[config.mk]
export PLATFORM = sky130hd
export DESIGN_NAME = pwr_req_sequencer
export DESIGN_NICKNAME = d
export VERILOG_FILES = /design/src/rtl/pwr_seq_pkg.sv /design/src/rtl/pwr_bound_cnt.sv /design/src/rtl/pwr_req_sequencer.sv
export SDC_FILE = /design/constraint.sdc
export NUM_CORES = 1
export LEC_CHECK = 0
export BUFFER_PORTS_ARGS = -buffer_cell sky130_fd_sc_hd__buf_2
export CELL_PAD_IN_SITES_DETAIL_PLACEMENT = 2
export CELL_PAD_IN_SITES_GLOBAL_PLACEMENT = 2
export CORE_MARGIN = 2
export CORE_UTILIZATION = 30
export CTS_CLUSTER_SIZE = 40
export DETAILED_ROUTE_END_ITERATION = 10
export PLACE_DENSITY = 0.74
export SLEW_MARGIN = 10
export SYNTH_ARGS = -nofsm -noshare
export SYNTH_HDL_FRONTEND = slang
export SYNTH_SLANG_ARGS = --single-unit
[constraint.sdc]
create_clock -name clk_i -period 2.8 [get_ports clk_i]
set_input_delay 0.42 -clock clk_i [delete_from_list [all_inputs] [get_ports clk_i]]
set_output_delay 0.42 -clock clk_i [all_outputs]
set_load 0.01 [all_outputs]
[src/rtl/pwr_seq_pkg.sv]
package pwr_seq_pkg;
  typedef enum logic [1:0] {
    RES_OK    = 2'd0,
    RES_BUSY  = 2'd1,
    RES_IOERR = 2'd2
  } pwr_res_e;

  typedef enum logic [4:0] {
    S_IDLE, S_XSET,
    S_IMR_RD, S_IMR_WT, S_IMR_WR,
    S_IER_RD, S_IER_WT, S_IER_WR,
    S_CLR0,
    S_RDY_RD, S_RDY_WT, S_RDY_TICK,
    S_SUBMIT, S_ERR_RD, S_ERR_WT, S_RETRY_CHK, S_RETRY_TICK,
    S_CMP_RD, S_CMP_WT, S_CMP_TICK,
    S_CLR1, S_XCLR, S_FIN
  } pwr_state_e;
endpackage

[src/rtl/pwr_bound_cnt.sv]
module pwr_bound_cnt #(
  parameter int LIMIT = 100
) (
  input  logic clk_i,
  input  logic rst_ni,
  input  logic clr_i,
  input  logic inc_i,
  output logic at_limit_o
);
  localparam int CW = $clog2(LIMIT + 1);

  logic [CW-1:0] cnt_q;

  always_ff @(posedge clk_i or negedge rst_ni) begin
    if (!rst_ni)                 cnt_q <= '0;
    else if (clr_i)              cnt_q <= '0;
    else if (inc_i && !at_limit_o) cnt_q <= cnt_q + 1'b1;
  end

  assign at_limit_o = (cnt_q == CW'(LIMIT));


  no_inc_at_limit_chk: assert property (@(posedge clk_i) disable iff (!rst_ni)
    at_limit_o |-> !inc_i);
endmodule

[src/rtl/pwr_req_sequencer.sv]
module pwr_req_sequencer
  import pwr_seq_pkg::*;
#(
  parameter int AW          = 12,
  parameter int DW          = 32,
  parameter int READY_LIMIT = 100,
  parameter int RETRY_LIMIT = 100,
  parameter int DONE_LIMIT  = 1000,
  parameter int OFS_STAT    = 'h00,
  parameter int OFS_ISR     = 'h04,
  parameter int OFS_ICLR    = 'h08,
  parameter int OFS_IEN     = 'h0C,
  parameter int OFS_IMSK    = 'h10,
  parameter int CH_OFF_REQ  = 'h04,
  parameter int CH_ON_REQ   = 'h0C,
  parameter int CH_ERR      = 'h14,
  localparam int IDXW       = $clog2(DW)
) (
  input  logic            clk_i,
  input  logic            rst_ni,
  input  logic            start_i,
  input  logic            power_on_i,
  input  logic [AW-1:0]   chan_offs_i,
  input  logic [IDXW-1:0] chan_bit_i,
  input  logic [IDXW-1:0] irq_bit_i,
  input  logic [AW-1:0]   xmask_offs_i,
  input  logic [DW-1:0]   xmask_val_i,
  input  logic            tick_us_i,
  output logic            bus_valid_o,
  output logic            bus_write_o,
  output logic [AW-1:0]   bus_addr_o,
  output logic [DW-1:0]   bus_wdata_o,
  input  logic [DW-1:0]   bus_rdata_i,
  input  logic            bus_rvalid_i,
  output logic            done_o,
  output logic [1:0]      status_o
);
  pwr_state_e state_q, state_d;
  pwr_res_e   res_q, res_d;

  logic            on_q;
  logic [AW-1:0]   chan_offs_q, xoffs_q;
  logic [IDXW-1:0] chan_bit_q, irq_bit_q;
  logic [DW-1:0]   xval_q, rdata_q;

  logic [DW-1:0] irq_mask, chan_mask, rdy_mask;
  logic          accept;
  logic          rdy_clr, rdy_inc, rdy_lim;
  logic          att_inc, att_lim;
  logic          cmp_inc, cmp_lim;

  assign irq_mask  = DW'(1) << irq_bit_q;
  assign chan_mask = DW'(1) << chan_bit_q;
  assign rdy_mask  = on_q ? DW'(2) : DW'(1);
  assign accept    = (state_q == S_IDLE) && start_i;

  // transaction context
  always_ff @(posedge clk_i or negedge rst_ni) begin
    if (!rst_ni) begin
      on_q        <= 1'b0;
      chan_offs_q <= '0;
      xoffs_q     <= '0;
      chan_bit_q  <= '0;
      irq_bit_q   <= '0;
      xval_q      <= '0;
    end else if (accept) begin
      on_q        <= power_on_i;
      chan_offs_q <= chan_offs_i;
      xoffs_q     <= xmask_offs_i;
      chan_bit_q  <= chan_bit_i;
      irq_bit_q   <= irq_bit_i;
      xval_q      <= xmask_val_i;
    end
  end

  always_ff @(posedge clk_i or negedge rst_ni) begin
    if (!rst_ni) begin
      state_q <= S_IDLE;
      res_q   <= RES_OK;
      rdata_q <= '0;
    end else begin
      state_q <= state_d;
      res_q   <= res_d;
      if (bus_rvalid_i) rdata_q <= bus_rdata_i;
    end
  end

  always_comb begin
    state_d = state_q;
    res_d   = res_q;
    unique case (state_q)
      S_IDLE: if (start_i) begin
        res_d   = RES_OK;
        state_d = (xmask_val_i != '0) ? S_XSET : S_IMR_RD;
      end
      S_XSET:   state_d = S_IMR_RD;
      S_IMR_RD: state_d = S_IMR_WT;
      S_IMR_WT: if (bus_rvalid_i) state_d = S_IMR_WR;
      S_IMR_WR: state_d = S_IER_RD;
      S_IER_RD: state_d = S_IER_WT;
      S_IER_WT: if (bus_rvalid_i) state_d = S_IER_WR;
      S_IER_WR: state_d = S_CLR0;
      S_CLR0:   state_d = S_RDY_RD;
      S_RDY_RD: state_d = S_RDY_WT;
      S_RDY_WT: if (bus_rvalid_i) begin
        if ((bus_rdata_i & rdy_mask) != '0) state_d = S_SUBMIT;
        else if (rdy_lim) begin
          res_d   = RES_BUSY;
          state_d = S_XCLR;
        end else state_d = S_RDY_TICK;
      end
      S_RDY_TICK: if (tick_us_i) state_d = S_RDY_RD;
      S_SUBMIT:   state_d = S_ERR_RD;
      S_ERR_RD:   state_d = S_ERR_WT;
      S_ERR_WT: if (bus_rvalid_i) begin
        state_d = ((bus_rdata_i & chan_mask) == '0) ? S_CMP_RD : S_RETRY_CHK;
      end
      S_RETRY_CHK: begin
        if (att_lim) begin
          res_d   = RES_IOERR;
          state_d = S_XCLR;
        end else state_d = S_RETRY_TICK;
      end
      S_RETRY_TICK: if (tick_us_i) state_d = S_RDY_RD;
      S_CMP_RD: state_d = S_CMP_WT;
      S_CMP_WT: if (bus_rvalid_i) begin
        if ((bus_rdata_i & irq_mask) != '0) state_d = S_CLR1;
        else if (cmp_lim) begin
          res_d   = RES_IOERR;
          state_d = S_CLR1;
        end else state_d = S_CMP_TICK;
      end
      S_CMP_TICK: if (tick_us_i) state_d = S_CMP_RD;
      S_CLR1:     state_d = S_XCLR;
      S_XCLR:     state_d = S_FIN;
      S_FIN:      state_d = S_IDLE;
      default:    state_d = S_IDLE;
    endcase
  end

  // bus command per state
  always_comb begin
    bus_valid_o = 1'b0;
    bus_write_o = 1'b0;
    bus_addr_o  = '0;
    bus_wdata_o = '0;
    unique case (state_q)
      S_XSET:   begin bus_valid_o = 1'b1; bus_write_o = 1'b1; bus_addr_o = xoffs_q; bus_wdata_o = xval_q; end
      S_IMR_RD: begin bus_valid_o = 1'b1; bus_addr_o = AW'(OFS_IMSK); end
      S_IMR_WR: begin bus_valid_o = 1'b1; bus_write_o = 1'b1; bus_addr_o = AW'(OFS_IMSK); bus_wdata_o = rdata_q | irq_mask; end
      S_IER_RD: begin bus_valid_o = 1'b1; bus_addr_o = AW'(OFS_IEN); end
      S_IER_WR: begin bus_valid_o = 1'b1; bus_write_o = 1'b1; bus_addr_o = AW'(OFS_IEN); bus_wdata_o = rdata_q | irq_mask; end
      S_CLR0, S_CLR1: begin bus_valid_o = 1'b1; bus_write_o = 1'b1; bus_addr_o = AW'(OFS_ICLR); bus_wdata_o = irq_mask; end
      S_RDY_RD: begin bus_valid_o = 1'b1; bus_addr_o = AW'(OFS_STAT); end
      S_SUBMIT: begin
        bus_valid_o = 1'b1;
        bus_write_o = 1'b1;
        bus_addr_o  = chan_offs_q + (on_q ? AW'(CH_ON_REQ) : AW'(CH_OFF_REQ));
        bus_wdata_o = chan_mask;
      end
      S_ERR_RD: begin bus_valid_o = 1'b1; bus_addr_o = chan_offs_q + AW'(CH_ERR); end
      S_CMP_RD: begin bus_valid_o = 1'b1; bus_addr_o = AW'(OFS_ISR); end
      S_XCLR: if (xval_q != '0) begin
        bus_valid_o = 1'b1; bus_write_o = 1'b1; bus_addr_o = xoffs_q; bus_wdata_o = '0;
      end
      default: ;
    endcase
  end

  assign rdy_clr = accept || (state_q == S_RETRY_TICK && tick_us_i);
  assign rdy_inc = (state_q == S_RDY_TICK) && tick_us_i;
  assign att_inc = (state_q == S_ERR_WT) && bus_rvalid_i && ((bus_rdata_i & chan_mask) != '0);
  assign cmp_inc = (state_q == S_CMP_TICK) && tick_us_i;

  pwr_bound_cnt #(.LIMIT(READY_LIMIT)) u_rdy_cnt (
    .clk_i, .rst_ni, .clr_i(rdy_clr), .inc_i(rdy_inc), .at_limit_o(rdy_lim));
  pwr_bound_cnt #(.LIMIT(RETRY_LIMIT)) u_att_cnt (
    .clk_i, .rst_ni, .clr_i(accept), .inc_i(att_inc), .at_limit_o(att_lim));
  pwr_bound_cnt #(.LIMIT(DONE_LIMIT)) u_cmp_cnt (
    .clk_i, .rst_ni, .clr_i(accept), .inc_i(cmp_inc), .at_limit_o(cmp_lim));

  assign done_o   = (state_q == S_FIN);
  assign status_o = res_q;


  done_pulse_chk: assert property (@(posedge clk_i) disable iff (!rst_ni)
    done_o |=> !done_o);

  status_hold_chk: assert property (@(posedge clk_i) disable iff (!rst_ni)
    (done_o || (state_q == S_IDLE && !start_i)) |=> $stable(status_o));

  xmask_first_chk: assert property (@(posedge clk_i) disable iff (!rst_ni)
    (accept && xmask_val_i != '0) |=>
      (bus_valid_o && bus_write_o && bus_addr_o == $past(xmask_offs_i)));

  submit_onehot_chk: assert property (@(posedge clk_i) disable iff (!rst_ni)
    (bus_valid_o && bus_write_o &&
     (bus_addr_o == chan_offs_q + AW'(CH_ON_REQ) || bus_addr_o == chan_offs_q + AW'(CH_OFF_REQ)) &&
     state_q != S_XSET && state_q != S_XCLR) |-> $onehot(bus_wdata_o));

  read_wait_chk: assert property (@(posedge clk_i) disable iff (!rst_ni)
    (bus_valid_o && !bus_write_o) |=> !bus_valid_o);

  busy_ignore_chk: assert property (@(posedge clk_i) disable iff (!rst_ni)
    (state_q != S_IDLE && state_q != S_FIN) |=> state_q != S_IDLE || $past(state_q) == S_FIN);
endmodule

==> flow_metrics.env, run 1 <==
export IMPL_pin_count=153
export IMPL_multi_input_comb_area_um2=5360
export IMPL_gp_routability_congestion=0.908
export IMPL_cp_slowest_cell="sky130_fd_sc_hd__dfrtp_1"
export IMPL_cellInternalPower_mw=6.70
export IMPL_grt_ovfl_total=0
export IMPL_path_cells="nor2b_4 -> nand2_2 -> nor2_4 -> nor2b_2 -> ha_1 -> a21o_1 -> a21oi_2 -> nor2b_2 -> buf_4 -> nand4_1 -> xnor2_1 -> a22o_1 -> buf_2"
export IMPL_cp_common_cell="sky130_fd_sc_hd__nor2b_2"
export IMPL_yosys_warnings=0
export IMPL_finalClockSkew_ns=0.00948
export IMPL_finish_cell_count_without_fillers=1616
export IMPL_final_cell_mix="246 x sky130_fd_sc_hd__nand2_1, 147 x sky130_fd_sc_hd__buf_2, 122 x sky130_fd_sc_hd__dfrtp_1"
export IMPL_layout_drive_gt1_share_pct=35.6
export IMPL_route_final_wire_length_mm=40.0
export IMPL_failed_checks="negative setup slack"
export IMPL_cts_root_buffer="sky130_fd_sc_hd__clkbuf_16"
export IMPL_min_path_type="in -> reg"
export IMPL_synth_edff_count=0
export IMPL_syn_nets=1137
export IMPL_timing_final_crit_share_pct=111
export IMPL_yosys_register_bits=130
export IMPL_place_inst=1548
export IMPL_setup_viol=42
export IMPL_timing_max_cap_violations=0
export IMPL_ant_nets=0
export IMPL_antenna_cells=0
export IMPL_switchingPower_mw=5.87
export IMPL_cp_arrival_ns=2.68
export IMPL_fp_dieW_um=171
export IMPL_pwr_share_clk_pct=19.5
export IMPL_fin_ws_ns=-0.301
export IMPL_timing_critical_path_from_type="flop"
export IMPL_hold_violations=0
export IMPL_clock_fmax_ghz=0.322
export IMPL_tritoncts="yes"
export IMPL_switching_power_share_of_the_total_pct=46.7
export IMPL_clk_buf_depth=2
export IMPL_maxSlewViolCount=0
export IMPL_holdWs_ns=0.157
export IMPL_area_growth_syn_to_layout_pct=37.5
export IMPL_grt_setup_unrepaired="yes"
export IMPL_period_needed_ns=3.10
export IMPL_tightest_slew_ns=0.582
export IMPL_clkSinkCount=130
export IMPL_nFillCells=3119
export IMPL_drt_initial_drc_count=658
export IMPL_num_vias=9248
export IMPL_seq_area_um2=3260
export IMPL_port_buffers=152
export IMPL_worstSkewPairLatency_ns=0.45
export IMPL_detail_route_vias_per_cell=5.72
export IMPL_drt_drc_violations_left=0
export IMPL_grt_first_pass_wirelength_mm=59.3
export IMPL_layout_cells_most_common="sky130_fd_sc_hd__nand2_1"
export IMPL_synth_area_per_cell_um2=8.17
export IMPL_power_frac_comb_pct=54.3
export IMPL_routedWlPerCell_um=24.7
export IMPL_grtUsageTotal_pct=27.1
export IMPL_crit_required_ns=2.38
export IMPL_crit_fanout=2
export IMPL_die_h_um=171
export IMPL_sequentialPowerShare_pct=26.2
export IMPL_total_power_mw=12.6
export IMPL_synth_async_sr_flop_share_pct=100
export IMPL_run_status="finished, violations left"
export IMPL_maxSlewHeadroom_pct=61.2
export IMPL_critical_path_max_stage_delay_ns=0.41
export IMPL_initial_utilization_pct=30.3
export IMPL_netlist_area_um2=8360
export IMPL_peak_ir_drop_on_the_vdd_network_v=0.000519
export IMPL_pwr_density_cell_nw_per_um2=1090
export IMPL_grt_max_degree=62
export IMPL_portion_of_the_post_synthesis_area_used_by_sequential_elements_pct=38.9
export IMPL_flip_flop_cell_with_the_highest_count_after_synthesis="sky130_fd_sc_hd__dfrtp_1"
export IMPL_dpl_worst_slack_ns=0.0329
export IMPL_finish_net_count=1338
export IMPL_clk_pin_slew_ns=0.07
export IMPL_rows=61
export IMPL_place_hpwl_mm=27.4
export IMPL_synthDistinctLibCells=67
export IMPL_antenna_found_initial=0
export IMPL_grt_pass1_vias=9882
export IMPL_cts_made_buffers=17
export IMPL_placeableCoreArea_um2=27600
export IMPL_cts_max_level=4
export IMPL_netlist_instances=1024
export IMPL_power_leakage_nw=5.20
export IMPL_timing_critical_path_to_type="output pin"
export IMPL_final_core_utilization_pct=41.6
export IMPL_setup_worst_path_class="reg -> out"
export IMPL_first_pass_iters=5
export IMPL_area_of_the_die_um2=29200
-- cells by family (layout without fill, tap and decap cells) --
kind of cell | count (synthesis) | in the layout | synth area share [%]
AOI/OAI and AO/OA | 217 | 218 | 17.7
xor gates and xnor gates | 21 | 21 | 2.20
muxes | 49 | 49 | 6.94
and+or+nand+nor | 513 | 515 | 28.8
buffers and inverters | 85 | 296 | 4.04
DFF | 130 | 130 | 38.9
adders and majority gates | 9 | 9 | 1.44
-- critical path: cells and delay by family, from the launching register on --
family,cells,cell delay (ns)
and+or+nand+nor,6,0.68
buffers and inverters,2,0.28
adders and majority gates,1,0.28
xor gates and xnor gates,1,0.15
DFF,1,0.41
AOI/OAI and AO/OA,3,0.43
-- registers in the layout, indices dropped and copies added (netlist names), 2 cells and up --
| signal | count |
|---|---|
| u_rdy_cnt.cnt_q | 7 |
| xoffs_q | 12 |
| irq_bit_q | 5 |
| u_att_cnt.cnt_q | 7 |
| chan_bit_q | 5 |
| chan_offs_q | 12 |
| u_cmp_cnt.cnt_q | 10 |
| rdata_q | 32 |
| state_q | 5 |
| status_o | 2 |
| xval_q | 32 |
-- stage by stage --
| stage | TNS (ns) | area [um2] |
|---|---|---|
| final | -7.73 | 11500 |
| after global routing | -11.11 | 11500 |
| after CTS | -5.93 | 11100 |
| after detailed placement | 0 | 9870 |
| after global placement | 0 | 9870 |
| after floorplan | 0 | 8360 |
-- power by group through the flow --
| stage | sequential (mW) | combinational, mW | clock, mW |
|---|---|---|---|
| 4_1_cts | 3.16 | 6.26 | 2.48 |
| 2_1_floorplan | 2.80 | 3.47 | 0 |
| 5_1_grt | 3.34 | 7.34 | 2.56 |
| 6_report | 3.29 | 6.83 | 2.45 |
| 3_3_place_gp | 3.10 | 5.45 | 0 |
| 3_5_place_dp | 3.14 | 5.59 | 0 |
-- synth_stat cells (14+ instances only) --
library cell	instances	area share [%]
sky130_fd_sc_hd__nand2_1	265	12
sky130_fd_sc_hd__nand2b_1	14	1.0
sky130_fd_sc_hd__nor2b_1	16	1.2
sky130_fd_sc_hd__nor4_1	20	1.5
sky130_fd_sc_hd__inv_1	15	0.67
sky130_fd_sc_hd__nand3_1	30	1.8
sky130_fd_sc_hd__nand4_1	19	1.4
sky130_fd_sc_hd__clkbuf_1	56	2.5
sky130_fd_sc_hd__nor2_1	69	3.1
sky130_fd_sc_hd__dfrtp_1	130	39
sky130_fd_sc_hd__a21oi_1	59	3.5
sky130_fd_sc_hd__a221o_1	17	2.0
sky130_fd_sc_hd__mux2_2	36	4.8
sky130_fd_sc_hd__nor3_1	16	0.96
sky130_fd_sc_hd__o21ai_0	55	3.3
-- final cells by class --
cell class,instances,area share [%]
Timing Repair Buffer,249,15.0
Inverter,15,0.490
Sequential cell,130,28.4
Tap cell,378,4.11
Multi-Input combinational cell,812,46.6
Clock inverter,11,1.32
Clock buffer,21,4.09
-- worst paths after layout --
kind | start | endpoint | slack, ns | cells past startpoint
max | state_q[4] | bus_addr_o[9] | -0.30 | 13
min | xmask_offs_i[2] | xoffs_q[2] | 0.16 | 3
min reg2reg | xoffs_q[3] | xoffs_q[3] | 0.48 | 2
max reg2reg | irq_bit_q[1] | status_o[0] | 0.11 | 8
min in group asynchronous | rst_ni | irq_bit_q[0] | 0.52 | 2
max in group asynchronous | rst_ni | state_q[2] | 1.47 | 3
-- per-layer routing --
layer | GRT usage, % | share of wire (%)
met1 | 33.7 | 41
met2 | 46.6 | 50
met3 | 4.67 | 5.0
met4 | 10.5 | 3.6
met5 | 0 | 0
-- timing repair --
action,in CTS,in global routing
gates cloned,5,1
endpoints found under the hold margin,49,0
resized for setup,105,70
pin swaps,25,20
buffers inserted,18,13
hold buffers,1,0
setup endpoints to repair,46,47
No activity file was read; power rests on OpenSTA's default activity.
==> inputs of run 2 (changes only) <==
BUFFER_PORTS_ARGS = -buffer_cell sky130_fd_sc_hd__clkbuf_2   (was -buffer_cell sky130_fd_sc_hd__buf_2)
==> run 2 against run 1 <==
  * The flow still finishes with violations (negative setup slack)
  * Non-clock buffer count increased by 8
  * Worst setup slack got worse by 0.16 ns
  * Highest routed layer unchanged
  * Critical path depth decreased by 1
  * Die area unchanged
  * Hold slack got worse by 0.0021 ns
==> flow_metrics.env, run 2 (same netlist as run 1, synthesis figures left out) <==
export IMPL_worst_hold_path_num_cells=3
export IMPL_setup_worst_path_class="reg -> out"
export IMPL_reg2reg_depth=6
export IMPL_post_route_cell_area_um2=11500
export IMPL_timing_critical_path_from_type="flop"
export IMPL_maxSlewViolCount=0
export IMPL_final_cell_mix="250 x sky130_fd_sc_hd__nand2_1, 125 x sky130_fd_sc_hd__dfrtp_1, 111 x sky130_fd_sc_hd__clkbuf_2"
export IMPL_reg_top3="rdata_q (32), xval_q (32)"
export IMPL_grt_ovfl_total=0
export IMPL_place_area_um2=9870
export IMPL_timing_critical_path_to_type="output pin"
export IMPL_routedWlPerCell_um=25.8
export IMPL_maxSlewHeadroom_pct=54.6
export IMPL_power_leakage_nw=5.23
export IMPL_antenna_cells=0
export IMPL_grt_setup_unrepaired="yes"
export IMPL_drt_drc_violations_left=0
export IMPL_rrSetupSlack_ns=0.04
export IMPL_antenna_found_initial=0
export IMPL_regToRegEndpoint="state_q[1]"
export IMPL_layout_cells_most_common="sky130_fd_sc_hd__nand2_1"
export IMPL_ant_nets=0
export IMPL_place_hpwl_mm=27.5
export IMPL_worstSkewPairLatency_ns=0.45
export IMPL_grtUsageTotal_pct=26.8
export IMPL_die_h_um=171
export IMPL_rows=61
export IMPL_area_growth_syn_to_layout_pct=37.9
export IMPL_finish_cell_count_without_fillers=1621
export IMPL_placeableCoreArea_um2=27600
export IMPL_hold_violations=0
export IMPL_first_pass_iters=4
export IMPL_hold_start="xmask_offs_i[2]"
export IMPL_dpl_worst_slack_ns=0.0244
export IMPL_crit_required_ns=2.38
export IMPL_timing_max_cap_violations=0
export IMPL_holdWs_ns=0.155
export IMPL_tritoncts="yes"
export IMPL_place_inst=1549
export IMPL_timing_final_crit_share_pct=116
export IMPL_route_final_wire_length_mm=41.8
export IMPL_clk_buf_depth=2
export IMPL_gp_routability_congestion=0.926
export IMPL_clock_fmax_ghz=0.307
export IMPL_failed_checks="negative setup slack"
export IMPL_setup_viol=44
export IMPL_total_power_mw=12.8
export IMPL_initial_utilization_pct=30.3
export IMPL_clk_pin_slew_ns=0.07
export IMPL_cts_root_buffer="sky130_fd_sc_hd__clkbuf_16"
export IMPL_cp_arrival_ns=2.84
export IMPL_grt_first_pass_wirelength_mm=58.9
export IMPL_period_needed_ns=3.26
export IMPL_detail_route_vias_per_cell=5.72
export IMPL_timing_hold_worst_endpoint="xoffs_q[2]"
export IMPL_cts_max_level=4
export IMPL_grt_max_degree=63
export IMPL_tightest_slew_ns=0.681
export IMPL_pwr_density_cell_nw_per_um2=1110
export IMPL_regToRegStartpoint="chan_bit_q[0]"
export IMPL_peak_ir_drop_on_the_vdd_network_v=0.000594
export IMPL_finalClockSkew_ns=0.0142
export IMPL_port_buffers=152
export IMPL_cts_made_buffers=17
export IMPL_fin_ws_ns=-0.458
export IMPL_pin_count=153
export IMPL_layout_drive_gt1_share_pct=36.2
export IMPL_clkSinkCount=130
export IMPL_fp_dieW_um=171
export IMPL_finish_net_count=1345
export IMPL_crit_fanout=3
export IMPL_run_status="finished, violations left"
export IMPL_area_of_the_die_um2=29200
export IMPL_grt_pass1_vias=9764
export IMPL_num_vias=9277
export IMPL_min_path_type="in -> reg"
export IMPL_drt_initial_drc_count=825
[run 2: changes by cell type in the layout (fill, tap and decap cells not counted), sizes merged]
cell / previous run / this run
clkbuf: 22 / 130
buf: 247 / 143
clkinv: 2 / 7
clkinvlp: 4 / 2
inv: 17 / 16
or2: 6 / 5
[run 2: cell type report]
class,instances,area (um2)
Clock buffer,17,425
Timing Repair Buffer,257,1760
Fill cell,3106,16100
Clock inverter,13,164
Multi-Input combinational cell,811,5400
Sequential cell,130,3260
Inverter,15,56.3
Tap cell,378,473
[run 2: worst max path at each step]
| stage | startpoint | end | slack [ns] | cells past startpoint |
|---|---|---|---|---|
| 2_1_floorplan | state_q[3] | bus_addr_o[7] | 0.05 | 12 |
| 3_3_place_gp | state_q[3] | bus_wdata_o[9] | 0.09 | 9 |
| 3_5_place_dp | bus_rdata_i[9] | state_q[1] | 0.02 | 7 |
| 4_1_cts | state_q[3] | bus_addr_o[9] | -0.27 | 13 |
| 5_1_grt | state_q[4] | bus_addr_o[6] | -0.49 | 12 |
| 6_report | state_q[4] | bus_addr_o[6] | -0.46 | 12 |
[run 2: repair_timing]
item                                   4_1_cts  5_1_grt
endpoints found under the hold margin        5        0
gates resized for setup                     61      171
cloned                                       2        3
pin swaps                                   12       22
setup buffers                                9       28
hold buffers                                 1        0
setup endpoints to repair                   46       47
[run 2: worst max-delay path, cell delays in order, from the launching register on]
cell                      delay, ns
sky130_fd_sc_hd__dfrtp_1       0.45
sky130_fd_sc_hd__nor2b_4       0.16
sky130_fd_sc_hd__nand2_2       0.10
sky130_fd_sc_hd__nor2_4        0.14
sky130_fd_sc_hd__nor2b_4       0.07
sky130_fd_sc_hd__buf_4         0.14
sky130_fd_sc_hd__fa_2          0.38
sky130_fd_sc_hd__a21o_1        0.22
sky130_fd_sc_hd__nand2_2       0.11
sky130_fd_sc_hd__buf_4         0.12
sky130_fd_sc_hd__xnor2_1       0.14
sky130_fd_sc_hd__a22o_1        0.19
sky130_fd_sc_hd__buf_2         0.15
[run 2: where the power goes]
group | leakage, nW | internal (mW) | switching (mW)
clock network | 0.285 | 1.39 | 0.982
registers | 1.63 | 2.45 | 0.775
logic | 3.31 | 2.89 | 4.32
total | 5.23 | 6.73 | 6.08
[run 2: metrics by stage]
| step | setup TNS [ns] | util [%] |
|---|---|---|
| after floorplan | 0 | - |
| after detailed placement | 0 | 35.7 |
| after CTS | -4.70 | 39.0 |
| after global placement | 0 | 35.7 |
| after global routing | -9.51 | 41.8 |
| final | -7.68 | 41.8 |
[run 2: per-layer routing]
| metal | vias up | routed length, um | GRT usage [%] |
|---|---|---|---|
| li1 | 4094 | - | - |
| met1 | 4760 | 17200 | 33.8 |
| met2 | 337 | 21300 | 45.9 |
| met3 | 86 | 1940 | 4.07 |
| met4 | 0 | 1280 | 10.5 |
| met5 | - | 0 | 0 |
